**config.mk**
```make
export PLATFORM = sky130hd
export DESIGN_NAME = stepclk_gen
export DESIGN_NICKNAME = d
export VERILOG_FILES = /design/src/rtl/stepclk_pkg.sv /design/src/rtl/stepclk_step_sync.sv /design/src/rtl/stepclk_gap_timer.sv /design/src/rtl/stepclk_gen.sv
export SDC_FILE = /design/constraint.sdc
export NUM_CORES = 1
export LEC_CHECK = 0
export BUFFER_PORTS_ARGS = -buffer_cell sky130_fd_sc_hd__buf_2
export CORE_ASPECT_RATIO = 1.2
export CORE_MARGIN = 2
export CORE_UTILIZATION = 40
export DETAILED_ROUTE_END_ITERATION = 10
export GPL_TIMING_DRIVEN = 0
export PLACE_DENSITY_LB_ADDON = 0.2
export SYNTH_ARGS = -nofsm -noshare
export SYNTH_HDL_FRONTEND = slang
export SYNTH_SLANG_ARGS = --single-unit
```
**constraint.sdc**
```tcl
create_clock -name clk -period 2.33 [get_ports clk]
set_input_delay 0.1165 -clock clk [delete_from_list [all_inputs] [get_ports clk]]
set_output_delay 0.1165 -clock clk [all_outputs]
set_load 0.01 [all_outputs]
```
**src/rtl/stepclk_pkg.sv**
```systemverilog
package stepclk_pkg;

    // Output phase of the generator; one state per input-clock cycle.
    typedef enum logic [1:0] {
        PH_IDLE = 2'd0,   // stopped, both outputs low
        PH_HIGH = 2'd1,   // primary high
        PH_LOW  = 2'd2,   // secondary high
        PH_GAP  = 2'd3    // divide gap, both outputs low
    } phase_e;

    typedef struct packed {
        logic pri;
        logic sec;
    } clk_pair_t;

    function automatic clk_pair_t pair_for(input phase_e ph);
        clk_pair_t p;
        p.pri = (ph == PH_HIGH);
        p.sec = (ph == PH_LOW);
        return p;
    endfunction

endpackage

```
**src/rtl/stepclk_step_sync.sv**
```systemverilog
module stepclk_step_sync #(
    parameter int STAGES = 2
) (
    input  logic clk,
    input  logic rst,
    input  logic step_in,
    input  logic hold,
    input  logic consume,
    output logic pending
);
    logic [STAGES-1:0] sync_q;
    logic              prev_q;
    logic              edge_seen;

    genvar g;
    generate
        for (g = 0; g < STAGES; g++) begin : g_sync
            if (g == 0) begin : g_first
                always_ff @(posedge clk) begin
                    if (rst) sync_q[0] <= 1'b0;
                    else     sync_q[0] <= step_in;
                end
            end else begin : g_next
                always_ff @(posedge clk) begin
                    if (rst) sync_q[g] <= 1'b0;
                    else     sync_q[g] <= sync_q[g-1];
                end
            end
        end
    endgenerate

    assign edge_seen = sync_q[STAGES-1] & ~prev_q;

    always_ff @(posedge clk) begin
        if (rst) begin
            prev_q  <= 1'b0;
            pending <= 1'b0;
        end else begin
            prev_q  <= sync_q[STAGES-1];
            pending <= hold & ((pending & ~consume) | edge_seen);
        end
    end

    // a step can only be pending after a cycle with hold set
    assert_pend_needs_hold_R6: assert property (@(posedge clk) disable iff (rst)
        pending |-> $past(hold));

endmodule

```
**src/rtl/stepclk_gap_timer.sv**
```systemverilog
module stepclk_gap_timer #(
    parameter int LIMIT_W = 20
) (
    input  logic               clk,
    input  logic               rst,
    input  logic               load,
    input  logic [LIMIT_W-1:0] limit,
    output logic               busy,
    output logic               last
);
    localparam int CNT_W = LIMIT_W + 1;

    logic [CNT_W-1:0] cnt_q;

    always_ff @(posedge clk) begin
        if (rst)            cnt_q <= '0;
        else if (load)      cnt_q <= {limit, 1'b0};
        else if (cnt_q != '0) cnt_q <= cnt_q - 1'b1;
    end

    assign busy = (cnt_q != '0);
    assign last = (cnt_q == CNT_W'(1));

    // a running gap does not end before its final cycle
    assert_gap_continues_R7: assert property (@(posedge clk) disable iff (rst)
        (busy && !last && !load) |=> busy);

endmodule

```
**src/rtl/stepclk_gen.sv**
```systemverilog
module stepclk_gen
    import stepclk_pkg::*;
#(
    parameter int LIMIT_W     = 20,
    parameter int SYNC_STAGES = 2
) (
    input  logic               clk,
    input  logic               rst,
    input  logic               hold,
    input  logic               step,
    input  logic [LIMIT_W-1:0] div_limit,
    output logic               clk_pri,
    output logic               clk_sec
);
    phase_e    ph_q, ph_d;
    clk_pair_t out_q;
    logic      consume, gap_load, gap_busy, gap_last, step_pend, at_bnd;

    stepclk_step_sync #(.STAGES(SYNC_STAGES)) u_step (
        .clk(clk), .rst(rst), .step_in(step), .hold(hold),
        .consume(consume), .pending(step_pend)
    );

    stepclk_gap_timer #(.LIMIT_W(LIMIT_W)) u_gap (
        .clk(clk), .rst(rst), .load(gap_load), .limit(div_limit),
        .busy(gap_busy), .last(gap_last)
    );

    // A boundary is any cycle where a new period may be chosen.
    assign at_bnd = (ph_q != PH_HIGH) && !((ph_q == PH_GAP) && !gap_last);

    always_comb begin
        ph_d     = ph_q;
        consume  = 1'b0;
        gap_load = 1'b0;
        if (ph_q == PH_HIGH) begin
            ph_d = PH_LOW;
        end else if (at_bnd) begin
            if ((ph_q == PH_LOW) && !hold && (div_limit != '0)) begin
                ph_d     = PH_GAP;
                gap_load = 1'b1;
            end else if (hold) begin
                if (step_pend) begin
                    ph_d    = PH_HIGH;
                    consume = 1'b1;
                end else begin
                    ph_d = PH_IDLE;
                end
            end else begin
                ph_d = PH_HIGH;
            end
        end
    end

    always_ff @(posedge clk) begin
        if (rst) begin
            ph_q  <= PH_IDLE;
            out_q <= '0;
        end else begin
            ph_q  <= ph_d;
            out_q <= pair_for(ph_d);
        end
    end

    assign clk_pri = out_q.pri;
    assign clk_sec = out_q.sec;

    // outputs never overlap
    assert_exclusive_R3: assert property (@(posedge clk) disable iff (rst)
        !(clk_pri && clk_sec));

    // a primary pulse lasts one cycle and hands over to the secondary
    assert_pulse_width_R2: assert property (@(posedge clk) disable iff (rst)
        clk_pri |=> (!clk_pri && clk_sec));

    // the secondary only rises right after a primary pulse
    assert_sec_follows_R3: assert property (@(posedge clk) disable iff (rst)
        $rose(clk_sec) |-> $past(clk_pri));

    // while held, a new pulse needs a pending step
    assert_held_needs_step_R5: assert property (@(posedge clk) disable iff (rst)
        ($rose(clk_pri) && $past(hold)) |-> $past(step_pend));

    // both outputs are quiet while the gap timer runs
    assert_gap_quiet_R7: assert property (@(posedge clk) disable iff (rst)
        gap_busy |-> (!clk_pri && !clk_sec));

    // with no hold and no limit, the secondary is followed by the primary
    assert_no_gate_R8: assert property (@(posedge clk) disable iff (rst)
        (clk_sec && !hold && (div_limit == '0)) |=> clk_pri);

endmodule

```
==> out/summary.txt <==
PortBufs -> 25
Hpwl dp -> 2810 um
TritonCTS Buffers -> 5
Clock-pin slew on the worst setup and hold paths -> 0.06 ns
Core area -> 3910 um^2
Seq/Total Area, Yosys -> 36.1%
Die width -> 61.9 um
Critical Path RT -> 2.54 ns
Vias -> 1446
Overall Global Routing Usage -> 19.1%
Max transition margin -> 56.2%
Post CTS Setup Buffer Count -> 0
Initial DRC Count -> 45
P per Cell Area -> 1480 nW/um^2
Total gr overflow -> 0
FMAX -> 516 MHz
Min-delay worst type -> in2reg
Netlist cell types -> 39
RSZ-0062 raised after global routing -> false
DRC Markers -> 0
Setup crit start kind -> flip-flop
Final #Nets -> 252
Root Buffer -> clkbuf_8
Initial antenna violation count -> 0
Syn avg cell area -> 8.34 um^2
CTS tree -> built
Fin. max-slew vios -> 0
Filler cells -> 408
Post-synth EDFFs -> 0
Share of the synthesized area in the top cell type -> 36.1%
CTS hold repair buffers -> 0
Die height -> 73.5 um
Fin crit period -> 1.94 ns
Num ports -> 26
GPL Wtd Cong -> 0.828
Fraction of layout cells with a size suffix above 1 -> 21.7%
Full die area -> 4550 um^2
FF+latch count, synth -> 29
Worst setup margin -> 0.393 ns
Sink Count -> 29
Critical path peak fanout -> 9
Worst EP arrival -> 2.15 ns
Cell Area, Synth -> 1610 um^2
Largest net degree at the start of global routing -> 11
Prevailing post-synth register cell -> dfxtp_1
VDD IR max -> 0.604 mV
Fin. Hold Viols -> 0
Crit share post-route -> 83.1%
Static leakage -> 0.000742 uW
First-pass DRT Iterations -> 4
Final ANT Viol Nets -> 0
Final setup TNS -> 0 ns
CTS resizes -> 0
DRT Wirelength -> 3690 um
Post-DR vias/cell -> 5.16
Worst slew pin tran -> 0.654 ns
Setup skew after layout -> 0.00300 ns
Longest Clk Path Bufs -> 2
Synthesis Warnings -> 0
Post-Syn Nets -> 220
Row cnt -> 25
Worst R2R Setup Slack -> 0.39 ns
Drt wl/cell -> 13.2 um
Diode count -> 0
Cell taking the most area after synthesis -> dfxtp_1
H-tree levels -> 2
Outcome -> completed
Area Overhead vs Synth -> 18.3%
Worst setup EP type -> flip-flop
Worst skew pair latency -> 0.28 ns
Setup violations, final -> 0
Area contributors post-synth -> dfxtp_1, xnor2_1, nand3_1, a21oi_1, nand2_1
Starting Density -> 41.2%
Mapped Cells -> 193
Ys async rst share -> 0%
Pre-CTS WS -> 0.365 ns
Wire length of the first global-routing pass -> 6350 um
Vias in the first global route -> 1393
Critical setup path kind -> reg2reg
Max-Cap Viols -> 0
==> report_power, final <==
group,internal (uW),switching (uW)
clock,266,188
combinational,705,779
sequential,665,210
total,1640,1180
==> cell type report <==
| type | instances | area [um^2] | share of cell area (%) |
|---|---|---|---|
| inverters | 7 | 26.3 | 1.38 |
| clock buffers | 7 | 96.3 | 5.06 |
| well taps | 54 | 67.6 | 3.55 |
| flip-flops and latches | 29 | 581 | 30.5 |
| clock inverters | 1 | 5.00 | 0.263 |
| plain buffers | 10 | 52.6 | 2.76 |
| repair buffers | 25 | 125 | 6.57 |
| multi-input cells | 147 | 950 | 49.9 |
==> routing by layer <==
metal | global-route usage (%) | wire [um] | up-vias
met4 | 8.04 | 71 | 0
met5 | 0 | 0 | -
li1 | - | - | 755
met3 | 5.11 | 152 | 7
met1 | 23.9 | 1730 | 652
met2 | 30.5 | 1730 | 32
==> cells in the mapped netlist, drive strengths merged (4+ instances only) <==
cell / number
xor2: 6
dfxtp: 29
xnor2: 13
nor2: 10
nor4: 10
nand2: 23
buf: 5
o21ai: 4
inv: 7
nand3: 20
clkbuf: 5
nor3: 8
nand4: 5
nand3b: 6
a21oi: 18
==> through the flow <==
stage	power [uW]	cell area, um^2	hold slack [ns]	utilization [%]	cells
after detailed placement	2370	1800	0.331	46.1	272
after floorplan	2080	1610	0.245	-	193
after global routing	3080	1900	0.0710	48.7	280
final	2810	1900	0.0392	48.7	280
after global placement	2360	1800	0.333	46.1	272
after CTS	2840	1900	0.0329	48.7	280
==> cell families after synthesis <==
kind of cell	Yosys count	share of synthesized area (%)
DFF	29	36.1
and+or+nand+nor	96	35.6
buffers and inverters	17	4.90
adders and majority gates	3	2.33
AOI/OAI and AO/OA	29	10.7
xor gates and xnor gates	19	10.3
==> cell usage in the layout (no fill, tap or decap), drive strengths merged, types with 2 or more instances in the layout <==
master / Yosys / final
buf: 5 / 30
dfxtp: 29 / 29
nand2: 23 / 23
nand3: 20 / 20
a21oi: 18 / 18
xnor2: 13 / 13
clkbuf: 5 / 12
nor2: 10 / 10
nor4: 10 / 10
nor3: 8 / 8
inv: 7 / 7
xor2: 6 / 6
nand3b: 6 / 6
nand4: 5 / 5
o21ai: 4 / 4
nor2b: 3 / 3
ha: 3 / 3
or4: 3 / 3
and4: 2 / 2
nand4b: 2 / 2
o211ai: 2 / 2
==> critical path: stages (launching register included) <==
cell     delay, ns
dfxtp_1       0.37
inv_1         0.14
ha_1          0.18
nor3b_2       0.56
nand3_1       0.19
xnor2_1       0.18
nand3_1       0.09
a21oi_1       0.14
==> sequential cells by signal (all words and copies together) (netlist names) <==
| register | flops |
|---|---|
| u_gap.cnt_q | 21 |
| ph_q | 2 |
| u_step.sync_q | 2 |
| clk_pri | 1 |
| clk_sec | 1 |
| u_step.pending | 1 |
| u_step.prev_q | 1 |
==> path summary, 6_finish.rpt <==
path | startpoint | to | cells after the start
hold / removal | step | u_step.sync_q[0] | 2
setup reg to reg | u_gap.cnt_q[0] | u_gap.cnt_q[12] | 7
setup / recovery | u_gap.cnt_q[0] | u_gap.cnt_q[12] | 7
hold reg to reg | u_step.sync_q[1] | u_step.prev_q | 2
Note: power is estimated with default switching activity, not from simulation.
